### src/rtl/latm_pkg.sv
package latm_pkg;
  typedef enum logic [1:0] {
    LM_BANK = 2'd0,
    LM_HEAD = 2'd1,
    LM_APPR = 2'd2,
    LM_GOAR = 2'd3
  } lat_mode_e;

  typedef enum logic [1:0] {
    VM_PITCH = 2'd0,
    VM_SPEED = 2'd1,
    VM_GLIDE = 2'd2,
    VM_GOAR  = 2'd3
  } vert_mode_e;

  localparam int NUM_EV = 9;

  // event numbering, ascending priority
  localparam int EV_SIDE   = 1;
  localparam int EV_CAPT   = 2;
  localparam int EV_HD_OFF = 3;
  localparam int EV_HD_ON  = 4;
  localparam int EV_HD_APP = 5;
  localparam int EV_SYNC   = 6;
  localparam int EV_GA_SW  = 7;
  localparam int EV_VGA_IN = 8;
  localparam int EV_VGA_OUT = 9;
endpackage

### src/rtl/latm_edge.sv
module latm_edge #(
  parameter int W = 7
) (
  input  logic         clk,
  input  logic         rst_n,
  input  logic [W-1:0] lvl,
  output logic [W-1:0] rise
);
  logic [W-1:0] prev_q, prev_d;
  logic         armed_q, armed_d;

  always_comb begin
    prev_d  = lvl;
    armed_d = 1'b1;
  end

  always_ff @(posedge clk or negedge rst_n) begin
    if (!rst_n) begin
      prev_q  <= '0;
      armed_q <= 1'b0;
    end else begin
      prev_q  <= prev_d;
      armed_q <= armed_d;
    end
  end

  // an edge needs a previous sample taken after reset
  for (genvar i = 0; i < W; i++) begin : g_bit
    assign rise[i] = armed_q & ~prev_q[i] & lvl[i];
  end
endmodule

### src/rtl/latm_arb.sv
module latm_arb
  import latm_pkg::*;
(
  input  lat_mode_e        cur_mode,
  input  vert_mode_e       vert_now,
  input  logic [NUM_EV:1]  ev_raw,
  output lat_mode_e        nxt_mode
);
  logic [NUM_EV:1] hit;

  function automatic logic applies(input int ev, input lat_mode_e m, input vert_mode_e v);
    case (ev)
      EV_SIDE:    applies = 1'b1;
      EV_CAPT:    applies = (m == LM_BANK) || (m == LM_HEAD);
      EV_HD_OFF:  applies = (m == LM_HEAD);
      EV_HD_ON:   applies = (m == LM_BANK) || (m == LM_GOAR);
      EV_HD_APP:  applies = (m == LM_APPR) && (v != VM_GLIDE);
      EV_SYNC:    applies = 1'b0;
      EV_GA_SW:   applies = (m != LM_GOAR);
      EV_VGA_IN:  applies = (m != LM_GOAR);
      EV_VGA_OUT: applies = (m == LM_GOAR);
      default:    applies = 1'b0;
    endcase
  endfunction

  function automatic lat_mode_e dest(input int ev);
    case (ev)
      EV_CAPT:   dest = LM_APPR;
      EV_HD_ON:  dest = LM_HEAD;
      EV_GA_SW,
      EV_VGA_IN: dest = LM_GOAR;
      default:   dest = LM_BANK;
    endcase
  endfunction

  for (genvar e = 1; e <= NUM_EV; e++) begin : g_hit
    assign hit[e] = ev_raw[e] & applies(e, cur_mode, vert_now);
  end

  // ascending scan: the last (highest) hit wins
  always_comb begin
    nxt_mode = cur_mode;
    for (int e = 1; e <= NUM_EV; e++) begin
      if (hit[e]) nxt_mode = dest(e);
    end
  end
endmodule

### src/rtl/lat_mode_fsm.sv
module lat_mode_fsm
  import latm_pkg::*;
(
  input  logic       clk,
  input  logic       rst_n,
  input  logic       side_change,
  input  logic       appr_capture,
  input  logic       sw_heading,
  input  logic       sw_sync,
  input  logic       sw_goaround,
  input  logic [1:0] vert_mode,
  output logic [1:0] lat_mode
);
  localparam int NLVL = 7;

  vert_mode_e      vert_now;
  logic [NLVL-1:0] lvl, rise;
  logic [NUM_EV:1] ev_raw;
  lat_mode_e       mode_q, mode_d;

  assign vert_now = vert_mode_e'(vert_mode);

  // levels: side, capture, heading, sync, go-around, vga, not-vga
  assign lvl = {vert_now != VM_GOAR, vert_now == VM_GOAR, sw_goaround,
                sw_sync, sw_heading, appr_capture, side_change};

  latm_edge #(.W(NLVL)) u_edge (
    .clk  (clk),
    .rst_n(rst_n),
    .lvl  (lvl),
    .rise (rise)
  );

  always_comb begin
    ev_raw             = '0;
    ev_raw[EV_SIDE]    = rise[0];
    ev_raw[EV_CAPT]    = rise[1];
    ev_raw[EV_HD_OFF]  = rise[2];
    ev_raw[EV_HD_ON]   = rise[2];
    ev_raw[EV_HD_APP]  = rise[2];
    ev_raw[EV_SYNC]    = rise[3];
    ev_raw[EV_GA_SW]   = rise[4];
    ev_raw[EV_VGA_IN]  = rise[5];
    ev_raw[EV_VGA_OUT] = rise[6];
  end

  latm_arb u_arb (
    .cur_mode(mode_q),
    .vert_now(vert_now),
    .ev_raw  (ev_raw),
    .nxt_mode(mode_d)
  );

  always_ff @(posedge clk or negedge rst_n) begin
    if (!rst_n) mode_q <= LM_BANK;
    else        mode_q <= mode_d;
  end

  assign lat_mode = mode_q;
endmodule

### config.mk
export PLATFORM = sky130hd
export DESIGN_NAME = lat_mode_fsm
export DESIGN_NICKNAME = d
export VERILOG_FILES = /design/src/rtl/latm_pkg.sv /design/src/rtl/latm_edge.sv /design/src/rtl/latm_arb.sv /design/src/rtl/lat_mode_fsm.sv
export SDC_FILE = /design/constraint.sdc
export NUM_CORES = 1
export LEC_CHECK = 0
export CORE_AREA = 2 2 39 41
export DETAILED_ROUTE_END_ITERATION = 8
export DIE_AREA = 0 0 41 43
export PLACE_DENSITY_LB_ADDON = 0.1
export SLEW_MARGIN = 0
export SYNTH_ARGS = -nofsm -noshare
export SYNTH_HDL_FRONTEND = slang
export SYNTH_SLANG_ARGS = --single-unit
### constraint.sdc
create_clock -name clk -period 1.1 [get_ports clk]
set_input_delay 0.165 -clock clk [delete_from_list [all_inputs] [get_ports clk]]
set_output_delay 0.165 -clock clk [all_outputs]
set_load 0.01 [all_outputs]
==> out/results.txt <==
Based on the critical path, the design can be clocked at up to 791 MHz. At the worst endpoint, the required time is 1280 ps. The detailed-route DRC error count was 0.

Number of warning messages in the yosys log: 0. The logs give -164 ps for the final critical-path setup slack and 0.667 for the final weighted congestion of routability-driven global placement. Maximum number of pins on one net before global-route repair: 10. The first detailed-routing pass ran for 3 iterations.

Counting cells, the worst reg-to-reg path comes to 6. In this run, the number of DRC markers left after iteration 0 of detailed routing was 5. The first global-routing pass estimated 1.42 mm of wire. The share of total power in the clock network came out at 19.2%. After filler insertion, the fill cell instance count of the layout stands at 137. The count of standard-cell rows is 14, and the initial antenna violation count is 0. The switching fraction of total power works out to 34.3%. Summing all multi-input logic gate instances after layout gives 208 um^2. The worst-case IR drop observed on VDD is 0.853 mV. The element type at the critical path start is a flop. The most area-hungry cell type in the Yosys netlist was dfrtp_1. The library cell used most frequently in the layout, excluding fill and tap cells, is dfrtp_1. The insertion delay to the later sink of the worst-skew pair was 250 ps.

Setup repair after global routing could not meet its margin everywhere. Fraction of layout cells with a size suffix above 1: 30.4%. The number of global-route vias before repair is 349. Clock-pin slew was measured on the worst setup and hold paths at 60 ps. After synthesis, the cell types taking the most area are dfrtp_1, ha_1, inv_1, nand3b_1, nand2b_1. The path class of the tightest hold or removal check is primary input to async pin. Internal power summed over all cells: 0.845 mW. Root buffer selected by CTS: clkbuf_4. The placed cell count came out at 67. The floorplan step defined a die boundary enclosing 1760 um^2. Combinational logic is responsible for 46.5% of the overall power. In the final design database the tool counted 70 nets.

0 antenna diodes ended up in the layout. A synthesized cell averages 11.0 um^2. The clock passes through at most 2 buffers. In the final routed layout, each cell accounts on average for 10.8 um. The area share of the leading cell type in the synthesized netlist was 54.1%. The critical path class is flop to flop. Summing all flip-flop and latch instances after layout gives 226 um^2. The checks that failed: setup timing. Global routing finished with a remaining overflow of 0. After clock tree synthesis, the flow added hold-fix buffers numbering 0. The final cell count without fillers is 72, and the top-level port count is 11.

The total power divided by cell area works out to 2090 nW/um^2. The clock net in this run drives a total of 9 sinks. TritonCTS built the clock tree. The final route contains 324 vias. The vertical extent of the die is 43 um, and the setup slack of the most critical reg-to-reg path is -160 ps. For this configuration, the core starts out at a cell density of 30.1%. After synthesis the cells add up to 417 um^2. For the number of buffers inserted during clock tree synthesis, the log shows 3.

The capturing point of the worst reg2reg path was lat_mode[1]$_DFFE_PN0P_. The completed layout was analyzed and its total power is 1.29 mW. After synthesis the netlist holds a flip-flop and latch count of 9. The cell count after synthesis came out at 38.

The post-route clock period utilization is 115%, and the post-detailed-route via-to-cell ratio is 4.50. The worst register-to-register path begins at lat_mode[0]$_DFFE_PN0P_. The post-synthesis net count is 51, and the sequential fraction of the synthesis area is 54.1%.

The total area inside the core boundary comes to 1380 um^2. For the post-synthesis cell type count, the log shows 18. The level count of the clock H-tree was 1.

The final setup violation count was 3. For the detailed-route wire length, the log shows 777 um. Registers are responsible for 34.4% of the overall power.

For this design the static power due to leakage is 0.274 nW. After routing, the total negative slack on setup checks comes to -377 ps. The die is 41 um wide. Buffers placed on the I/O ports in this run total 9.

Max-slew violation total from the final report: 0. In this run the worst path has a maximum fanout of 4. The run gives 1.91 ps as the worst clock skew on the final layout. Relative to the synthesized area, the layout overhead comes to 48.0%. In this run the power spent charging and discharging nets is 0.442 mW. After layout, the minimum clock period comes to 1260 ps. Global routing used 12.5% of the available tracks. The flow ran to the end, but the final reports show violations. Across the run, the number of max-cap violations was 0.

The library cells used most frequently in the layout, excluding fill and tap cells, are dfrtp_1, clkdlybuf4s50_1, buf_4. The count of nets left with antenna violations after detail routing came out at 0. The sort of element at the end of the critical path was a flop. For the final number of hold-violating endpoints, the log shows 0. At the worst endpoint, the arrival time is 1440 ps. Once detailed placement completed, the half-perimeter wirelength came to 638 um. The utilization of the core after routing is 44.6%.
## state kept, by name, summed over array words and instances (netlist names)
| name | flops |
|---|---|
| u_edge.prev_q | 6 |
| lat_mode | 2 |
| u_edge.armed_q | 1 |
## critical path, cell delays in order (launching register included)
cell	delay, ps
dfrtp_2	410
inv_2	70
ha_4	260
nand2b_1	60
a21oi_2	130
o22ai_1	90
a21oi_1	170
## metrics by stage
step / hold slack (ps) / area (um^2) / setup slack (ps)
finish: 200 / 617 / -164
global route: 220 / 617 / -210
CTS: 206 / 617 / -170
detailed placement: 482 / 589 / -270
global placement: 478 / 589 / -216
floorplan: -131 / 449 / -152
## worst max path at each step
stage,end,slack [ps],from,cells after the start
after floorplan,lat_mode[0]$_DFFE_PN0P_,-150,lat_mode[1]$_DFFE_PN0P_,6
after global placement,lat_mode[0]$_DFFE_PN0P_,-220,appr_capture,5
after detailed placement,lat_mode[0]$_DFFE_PN0P_,-270,appr_capture,5
after CTS,lat_mode[0]$_DFFE_PN0P_,-170,lat_mode[1]$_DFFE_PN0P_,6
after global routing,lat_mode[0]$_DFFE_PN0P_,-210,lat_mode[0]$_DFFE_PN0P_,6
final,lat_mode[1]$_DFFE_PN0P_,-160,lat_mode[0]$_DFFE_PN0P_,6
## logic make-up after synthesis
group / after synthesis / synth area share (%)
and+or+nand+nor: 12 / 16.8
DFF: 9 / 54.1
AOI/OAI and AO/OA: 8 / 12.6
buffers and inverters: 4 / 3.60
adders and majority gates: 4 / 12.0
other: 1 / 0.900
## Yosys cell counts
| library cell | instances |
|---|---|
| dfrtp_1 | 9 |
| ha_1 | 4 |
| inv_1 | 4 |
| a21oi_1 | 2 |
| nand2_1 | 2 |
| nand2b_1 | 2 |
| nand3b_1 | 2 |
| nor2_1 | 2 |
| o22ai_1 | 2 |
| a211o_1 | 1 |
| a31oi_1 | 1 |
| and2_1 | 1 |
| conb_1 | 1 |
| nand3_1 | 1 |
| nand3b_2 | 1 |
| nor3_1 | 1 |
| o21ai_0 | 1 |
| o311a_1 | 1 |
## area by class of cell
| type | count | share of cell area [%] |
|---|---|---|
| clock buffers | 4 | 4.26 |
| inverters | 4 | 2.43 |
| multi-input cells | 25 | 33.7 |
| flip-flops and latches | 9 | 36.7 |
| well taps | 16 | 3.25 |
| repair buffers | 14 | 19.7 |
## timing repair
| action | CTS | global route |
|---|---|---|
| pin swaps | 2 | 3 |
| endpoints found under the setup margin | 4 | 4 |
| endpoints found under the hold margin | 0 | 0 |
| buffers inserted | 1 | 0 |
| gates resized for setup | 5 | 0 |
## layer usage
layer	global-route usage [%]	vias up	wire (um)
met1	16.2	147	334
li1	-	165	-
met5	0	-	0
met3	4.71	3	37
met4	8.00	0	16
met2	16.9	9	388
## power groups by stage
stage | Combinational, mW | Sequential [mW] | Clock [mW]
after floorplan | 0.347 | 0.472 | 0
after global routing | 0.676 | 0.450 | 0.278
after global placement | 0.591 | 0.453 | 0
after detailed placement | 0.599 | 0.455 | 0
after CTS | 0.605 | 0.441 | 0.259
final | 0.598 | 0.443 | 0.246
Power figures use the tool's default switching activity.
